==> src/rtl/tmr_pkg.sv <==
package tmr_pkg;
  localparam logic [1:0] A_CTL = 2'd0;
  localparam logic [1:0] A_CNT = 2'd1;
  localparam logic [1:0] A_PRI = 2'd2;
  localparam logic [1:0] A_ALT = 2'd3;

  localparam int B_RUN  = 0;
  localparam int B_DUAL = 1;
  localparam int B_CONT = 2;
  localparam int B_EXT  = 3;
  localparam int B_ALT  = 4;

  typedef struct packed {
    logic ext;
    logic cont;
    logic dual;
    logic run;
  } ctl_t;
endpackage

==> src/rtl/tmr_slot_gen.sv <==
module tmr_slot_gen #(
  parameter int SLOTS = 4
) (
  input  logic clk,
  input  logic rst,
  output logic svc_o
);
  localparam int PW = (SLOTS > 1) ? $clog2(SLOTS) : 1;
  localparam logic [PW-1:0] LAST = PW'(SLOTS - 1);

  logic [PW-1:0] phase_q;

  always_ff @(posedge clk) begin
    if (rst)                 phase_q <= '0;
    else if (phase_q == LAST) phase_q <= '0;
    else                     phase_q <= phase_q + 1'b1;
  end

  assign svc_o = (phase_q == LAST);
endmodule

==> src/rtl/tmr_ext_sync.sv <==
module tmr_ext_sync #(
  parameter int STAGES = 2
) (
  input  logic clk,
  input  logic rst,
  input  logic svc,
  input  logic ext_i,
  output logic evt_o
);
  localparam int SW = STAGES + 1;

  logic [SW-1:0] sh_q;
  logic          rise;
  logic          pend_q;

  always_ff @(posedge clk) begin
    if (rst) sh_q <= '0;
    else     sh_q <= {sh_q[SW-2:0], ext_i};
  end

  assign rise = sh_q[STAGES-1] & ~sh_q[STAGES];

  always_ff @(posedge clk) begin
    if (rst)       pend_q <= 1'b0;
    else if (svc)  pend_q <= 1'b0;
    else if (rise) pend_q <= 1'b1;
  end

  assign evt_o = pend_q | rise;
endmodule

==> src/rtl/tmr_count_core.sv <==
module tmr_count_core #(
  parameter int W = 16
) (
  input  logic         clk,
  input  logic         rst,
  input  logic         svc,
  input  logic         run,
  input  logic         dual,
  input  logic         cont,
  input  logic         evt,
  input  logic [W-1:0] lim_pri,
  input  logic [W-1:0] lim_alt,
  input  logic         cnt_we,
  input  logic [W-1:0] cnt_wd,
  input  logic         alt_clr,
  output logic [W-1:0] cnt_q,
  output logic         alt_q,
  output logic         wave_q,
  output logic         stop_o
);
  logic         tick;
  logic         hit;
  logic [W-1:0] inc;
  logic [W-1:0] lim;
  logic         alt_d;

  assign tick = svc & run & evt;
  assign inc  = cnt_q + 1'b1;
  assign lim  = alt_q ? lim_alt : lim_pri;
  assign hit  = tick && (inc == lim);

  always_comb begin
    alt_d = alt_q;
    if (alt_clr)         alt_d = 1'b0;
    else if (hit && dual) alt_d = ~alt_q;
  end

  always_ff @(posedge clk) begin
    if (rst) begin
      cnt_q  <= '0;
      alt_q  <= 1'b0;
      wave_q <= 1'b1;
    end else begin
      if (cnt_we)    cnt_q <= cnt_wd;
      else if (hit)  cnt_q <= '0;
      else if (tick) cnt_q <= inc;
      alt_q  <= alt_d;
      wave_q <= dual ? ~alt_d : ~hit;
    end
  end

  assign stop_o = hit && !cont && (!dual || alt_q);
endmodule

==> src/rtl/dl_event_timer.sv <==
module dl_event_timer #(
  parameter int W           = 16,
  parameter int SLOTS       = 4,
  parameter int SYNC_STAGES = 2
) (
  input  logic         clk,
  input  logic         rst,
  input  logic         bus_sel,
  input  logic         bus_wr,
  input  logic [1:0]   bus_addr,
  input  logic [W-1:0] bus_wdata,
  output logic [W-1:0] bus_rdata,
  input  logic         ext_evt,
  output logic         wave_out
);
  import tmr_pkg::*;

  ctl_t         ctl_q;
  logic [W-1:0] pri_q;
  logic [W-1:0] alt_lim_q;
  logic [W-1:0] cnt_q;
  logic         alt_q;
  logic         wave_q;
  logic         svc;
  logic         ext_e;
  logic         evt;
  logic         stop;
  logic         ctl_we;
  logic         cnt_we;
  logic         rd_en;
  logic [W-1:0] rd_mux;

  assign ctl_we = bus_sel && bus_wr && (bus_addr == A_CTL);
  assign cnt_we = bus_sel && bus_wr && (bus_addr == A_CNT);
  assign rd_en  = bus_sel && !bus_wr;

  tmr_slot_gen #(.SLOTS(SLOTS)) i_slot (
    .clk(clk), .rst(rst), .svc_o(svc)
  );

  tmr_ext_sync #(.STAGES(SYNC_STAGES)) i_sync (
    .clk(clk), .rst(rst), .svc(svc), .ext_i(ext_evt), .evt_o(ext_e)
  );

  assign evt = ctl_q.ext ? ext_e : 1'b1;

  tmr_count_core #(.W(W)) i_core (
    .clk(clk), .rst(rst), .svc(svc), .run(ctl_q.run), .dual(ctl_q.dual),
    .cont(ctl_q.cont), .evt(evt), .lim_pri(pri_q), .lim_alt(alt_lim_q),
    .cnt_we(cnt_we), .cnt_wd(bus_wdata), .alt_clr(ctl_we),
    .cnt_q(cnt_q), .alt_q(alt_q), .wave_q(wave_q), .stop_o(stop)
  );

  always_ff @(posedge clk) begin
    if (rst) begin
      ctl_q     <= '0;
      pri_q     <= '0;
      alt_lim_q <= '0;
    end else begin
      if (ctl_we) begin
        ctl_q.run  <= bus_wdata[B_RUN];
        ctl_q.dual <= bus_wdata[B_DUAL];
        ctl_q.cont <= bus_wdata[B_CONT];
        ctl_q.ext  <= bus_wdata[B_EXT];
      end else if (stop) begin
        ctl_q.run <= 1'b0;
      end
      if (bus_sel && bus_wr && bus_addr == A_PRI) pri_q     <= bus_wdata;
      if (bus_sel && bus_wr && bus_addr == A_ALT) alt_lim_q <= bus_wdata;
    end
  end

  always_comb begin
    case (bus_addr)
      A_CTL:   rd_mux = W'({alt_q, ctl_q.ext, ctl_q.cont, ctl_q.dual, ctl_q.run});
      A_CNT:   rd_mux = cnt_q;
      A_PRI:   rd_mux = pri_q;
      default: rd_mux = alt_lim_q;
    endcase
  end

  always_ff @(posedge clk) begin
    if (rst)        bus_rdata <= '0;
    else if (rd_en) bus_rdata <= rd_mux;
  end

  assign wave_out = wave_q;
endmodule

==> config.mk <==
export PLATFORM = sky130hd
export DESIGN_NAME = dl_event_timer
export DESIGN_NICKNAME = d
export VERILOG_FILES = /design/src/rtl/tmr_pkg.sv /design/src/rtl/tmr_slot_gen.sv /design/src/rtl/tmr_ext_sync.sv /design/src/rtl/tmr_count_core.sv /design/src/rtl/dl_event_timer.sv
export SDC_FILE = /design/constraint.sdc
export NUM_CORES = 1
export LEC_CHECK = 0
export BUFFER_PORTS_ARGS = -buffer_cell sky130_fd_sc_hd__buf_2
export CAP_MARGIN = 10
export CELL_PAD_IN_SITES_DETAIL_PLACEMENT = 0
export CELL_PAD_IN_SITES_GLOBAL_PLACEMENT = 1
export CORE_MARGIN = 1
export CORE_UTILIZATION = 40
export CTS_CLUSTER_DIAMETER = 100
export DETAILED_ROUTE_END_ITERATION = 10
export PLACE_DENSITY = 0.88
export SYNTH_ARGS = -nofsm -noshare
export SYNTH_HDL_FRONTEND = slang
export SYNTH_SLANG_ARGS = --single-unit
==> constraint.sdc <==
create_clock -name clk -period 2.3 [get_ports clk]
set_input_delay 0.345 -clock clk [delete_from_list [all_inputs] [get_ports clk]]
set_output_delay 0.345 -clock clk [all_outputs]
set_load 0.05 [all_outputs]
==> reports/metrics.cfg <==
[outcome]
status=complete, but fails checks
violations=setup timing

[finish]
syn2layout_area_growth_pct=27.25
multi_input_area_mm2=0.002619
drive_gt1_frac=0.3186
num_antenna_cells=0
nNetsFinal=611
stdcell_count=723
fill_cells=928
regArea_mm2=0.001529

[timing]
setup_viol=7
slew_violations=0
relSlewSlack=0.4755
tightest_slew_ns=0.7867
period_share=1.031
final.setup.tns_ns=-0.1707
fin_ws_ns=-0.07076
finalHoldViolations=0
post-route-min-period_ns=2.371
grt_setup_unrepaired=true
finClkSkew_ns=0.01767
max_freq_mhz=421.8

[worst_setup_path]
r2r_slack_ns=-0.07
reg2reg_from=i_core.cnt_q[1]
crit_fanout=6
worst-setup-path-type=flip-flop to flip-flop
startpoint_type=flip-flop
cp_data_required_time_ns=2.60
reg2reg_depth=9
endpoint_kind=flip-flop
regToRegEndpoint=i_core.wave_q
crit_arrival_ns=2.67

[synth]
synth_area_per_cell_um2=8.084
yosysUniqueCellTypes=53
synth.area.top_cells=dfxtp_1 37%, nand2_1 8.6%, a21oi_1 7.0%
ys.flop_type=dfxtp_1
synthCells=510
synth_area_mm2=0.004123
ys.warnings.count=0
synth_top_area_share=0.3690
syn_nets=535
synthArstFlopShare=0
synth-seq-area-share=0.3690
yosys.area.top_type=dfxtp_1
synth_edf_count=0
synth-seq-cells=76

[clock_tree]
cts_tree=done
hold_buffers=0
root_buffer=clkbuf_8
cts_max_level=3
clkSlewWorstSetupHoldPaths_ns=0.09
cts.path.max_buffers=2
cts_buffers=9
cts_sinks=76
clock_latency_ns=0.37

[grt]
grt_pass1_vias=3974
grt_pass1_wl_um=20090
antenna_found_initial=0
overflow=0
grt_util_all_layers=0.2362
grt_max_degree=76

[place]
dp.cells=698
place.gp.congestion=0.9365
dp_hpwl_um=8705
io_buffer_count=39
place_ws_ns=-0.1207

[routing]
route.vias.total=4055
drt_wl_total_um=12370
drt_iter0_drc=233
drc=0
viasPerCell=5.609
routedWlPerCell_um=17.11
first_pass_iters=6
drtAntennaViolNets=0

[pwr]
cellLeakagePower_uw=0.001917
fin_total_pwr_uw=2781
peakVddDrop_mv=0.4316
power-per-cell-area_mw_per_mm2=530.2

[hold_path]
hold_path_end=i_sync.sh_q[0]
hold_path_class=input port to flip-flop
min-delay-start=ext_evt
hold_depth=2

[floorplan]
die_w_um=103.5
core_mm2=0.009864
io_pins=40
dieArea_mm2=0.01072
start_util=0.4179
die_h_um=103.5
rows=36

[run]
maxCapViolCount=0

[worst max path at each step]
| stage | from | cells after the start | slack (ns) | to |
|---|---|---|---|---|
| after floorplan | i_core.cnt_q[10] | 9 | 0.03 | i_core.wave_q |
| after global placement | i_core.alt_q | 8 | -0.05 | i_core.wave_q |
| after detailed placement | i_core.alt_q | 8 | -0.12 | i_core.wave_q |
| after CTS | i_core.alt_q | 9 | -0.09 | i_core.wave_q |
| after global routing | i_core.cnt_q[1] | 9 | -0.18 | i_core.wave_q |
| final | i_core.cnt_q[1] | 9 | -0.07 | i_core.wave_q |
[state kept, by name, summed over array words and instances (netlist names)]
signal / count
i_slot.phase_q: 2
bus_rdata: 16
alt_lim_q: 16
i_core.cnt_q: 16
i_sync.pend_q: 1
i_core.alt_q: 1
i_core.wave_q: 1
i_sync.sh_q: 3
ctl_q: 4
pri_q: 16
[through the flow]
step	utilization	hold slack (ns)	cell area, um^2
finish	0.5318	0.1845	5246
global route	0.5318	0.1728	5246
CTS	0.5112	0.1857	5042
detailed placement	0.4795	0.4298	4730
global placement	0.4795	0.4077	4730
floorplan	-	0.3977	4145
[layout by cell type (no fill, tap or decap), types with 5 or more instances in the layout]
master,n
nand2_1,94
dfxtp_1,72
buf_4,55
a21oi_1,54
buf_2,39
nor2_1,34
nor3_1,24
xnor2_1,17
mux2i_1,13
nand3_1,11
mux2_2,11
a221oi_1,11
clkbuf_8,10
buf_6,8
inv_1,7
nand4_1,6
o21ai_0,6
xor2_1,5
xnor2_2,5
and2_1,5
nor2b_1,5
a211oi_2,5
[layout make-up]
cell class              instances  share of cell area
inverters                       7            0.005008
clock buffers                  11             0.02695
clock inverters                 4            0.005008
well taps                     133             0.03172
multi-input cells             388              0.4992
repair buffers                104              0.1407
flip-flops and latches         76              0.2914
[synth_stat cells, types with 3 or more instances]
| library cell | instances |
|---|---|
| xnor2_1 | 22 |
| buf_1 | 6 |
| a21oi_1 | 58 |
| a32oi_1 | 3 |
| nor2b_1 | 5 |
| clkbuf_1 | 24 |
| nand3_1 | 13 |
| mux4_2 | 4 |
| a31oi_1 | 6 |
| and2_1 | 5 |
| nor4_1 | 5 |
| nor2_1 | 37 |
| inv_1 | 7 |
| nand2b_1 | 4 |
| nor3_1 | 27 |
| o31ai_1 | 3 |
| o21ai_0 | 14 |
| nand4_1 | 6 |
| nand2_1 | 95 |
| buf_6 | 3 |
| mux2_2 | 12 |
| a211oi_1 | 8 |
| xor2_1 | 5 |
| a311oi_1 | 3 |
| dfxtp_1 | 76 |
| mux2i_1 | 16 |
| a221oi_1 | 11 |
[worst max-delay path: stages, from the launching register on]
cell     delay [ns]
dfxtp_2        0.35
buf_4          0.13
nand3_1        0.11
xnor2_2        0.17
xnor2_1        0.21
or4_4          0.58
nor3b_4        0.24
nand2_4        0.11
and4_4         0.18
o31ai_2        0.21
[report_power, final]
group | total [uW] | internal, uW | switching (uW)
clock | 910 | 413 | 497
sequential | 1410 | 1360 | 43.5
combinational | 465 | 188 | 276
total | 2780 | 1970 | 816
[kinds of logic after synthesis]
kind of cell               share of synthesized area
DFF                                           0.3690
xor gates and xnor gates                     0.05736
and+or+nand+nor                               0.2476
buffers and inverters                        0.05554
adders and majority gates                   0.006069
AOI/OAI and AO/OA                             0.1645
muxes                                        0.09985
[metal layers]
| layer | vias up | wire length (um) | GRT usage |
|---|---|---|---|
| met3 | 25 | 681 | 0.06167 |
| met2 | 119 | 6096 | 0.3950 |
| met4 | 0 | 310 | 0.1025 |
| met5 | - | 0 | 0 |
| met1 | 1961 | 5277 | 0.2852 |
| li1 | 1950 | - | - |
[timing repair]
| action | 4_1_cts | 5_1_grt |
|---|---|---|
| resized for setup | 23 | 39 |
| buffers inserted | 7 | 2 |
| pin swaps | 8 | 23 |
| setup endpoints to repair | 16 | 19 |
| cloned | 0 | 1 |
Power figures use the tool's default switching activity.
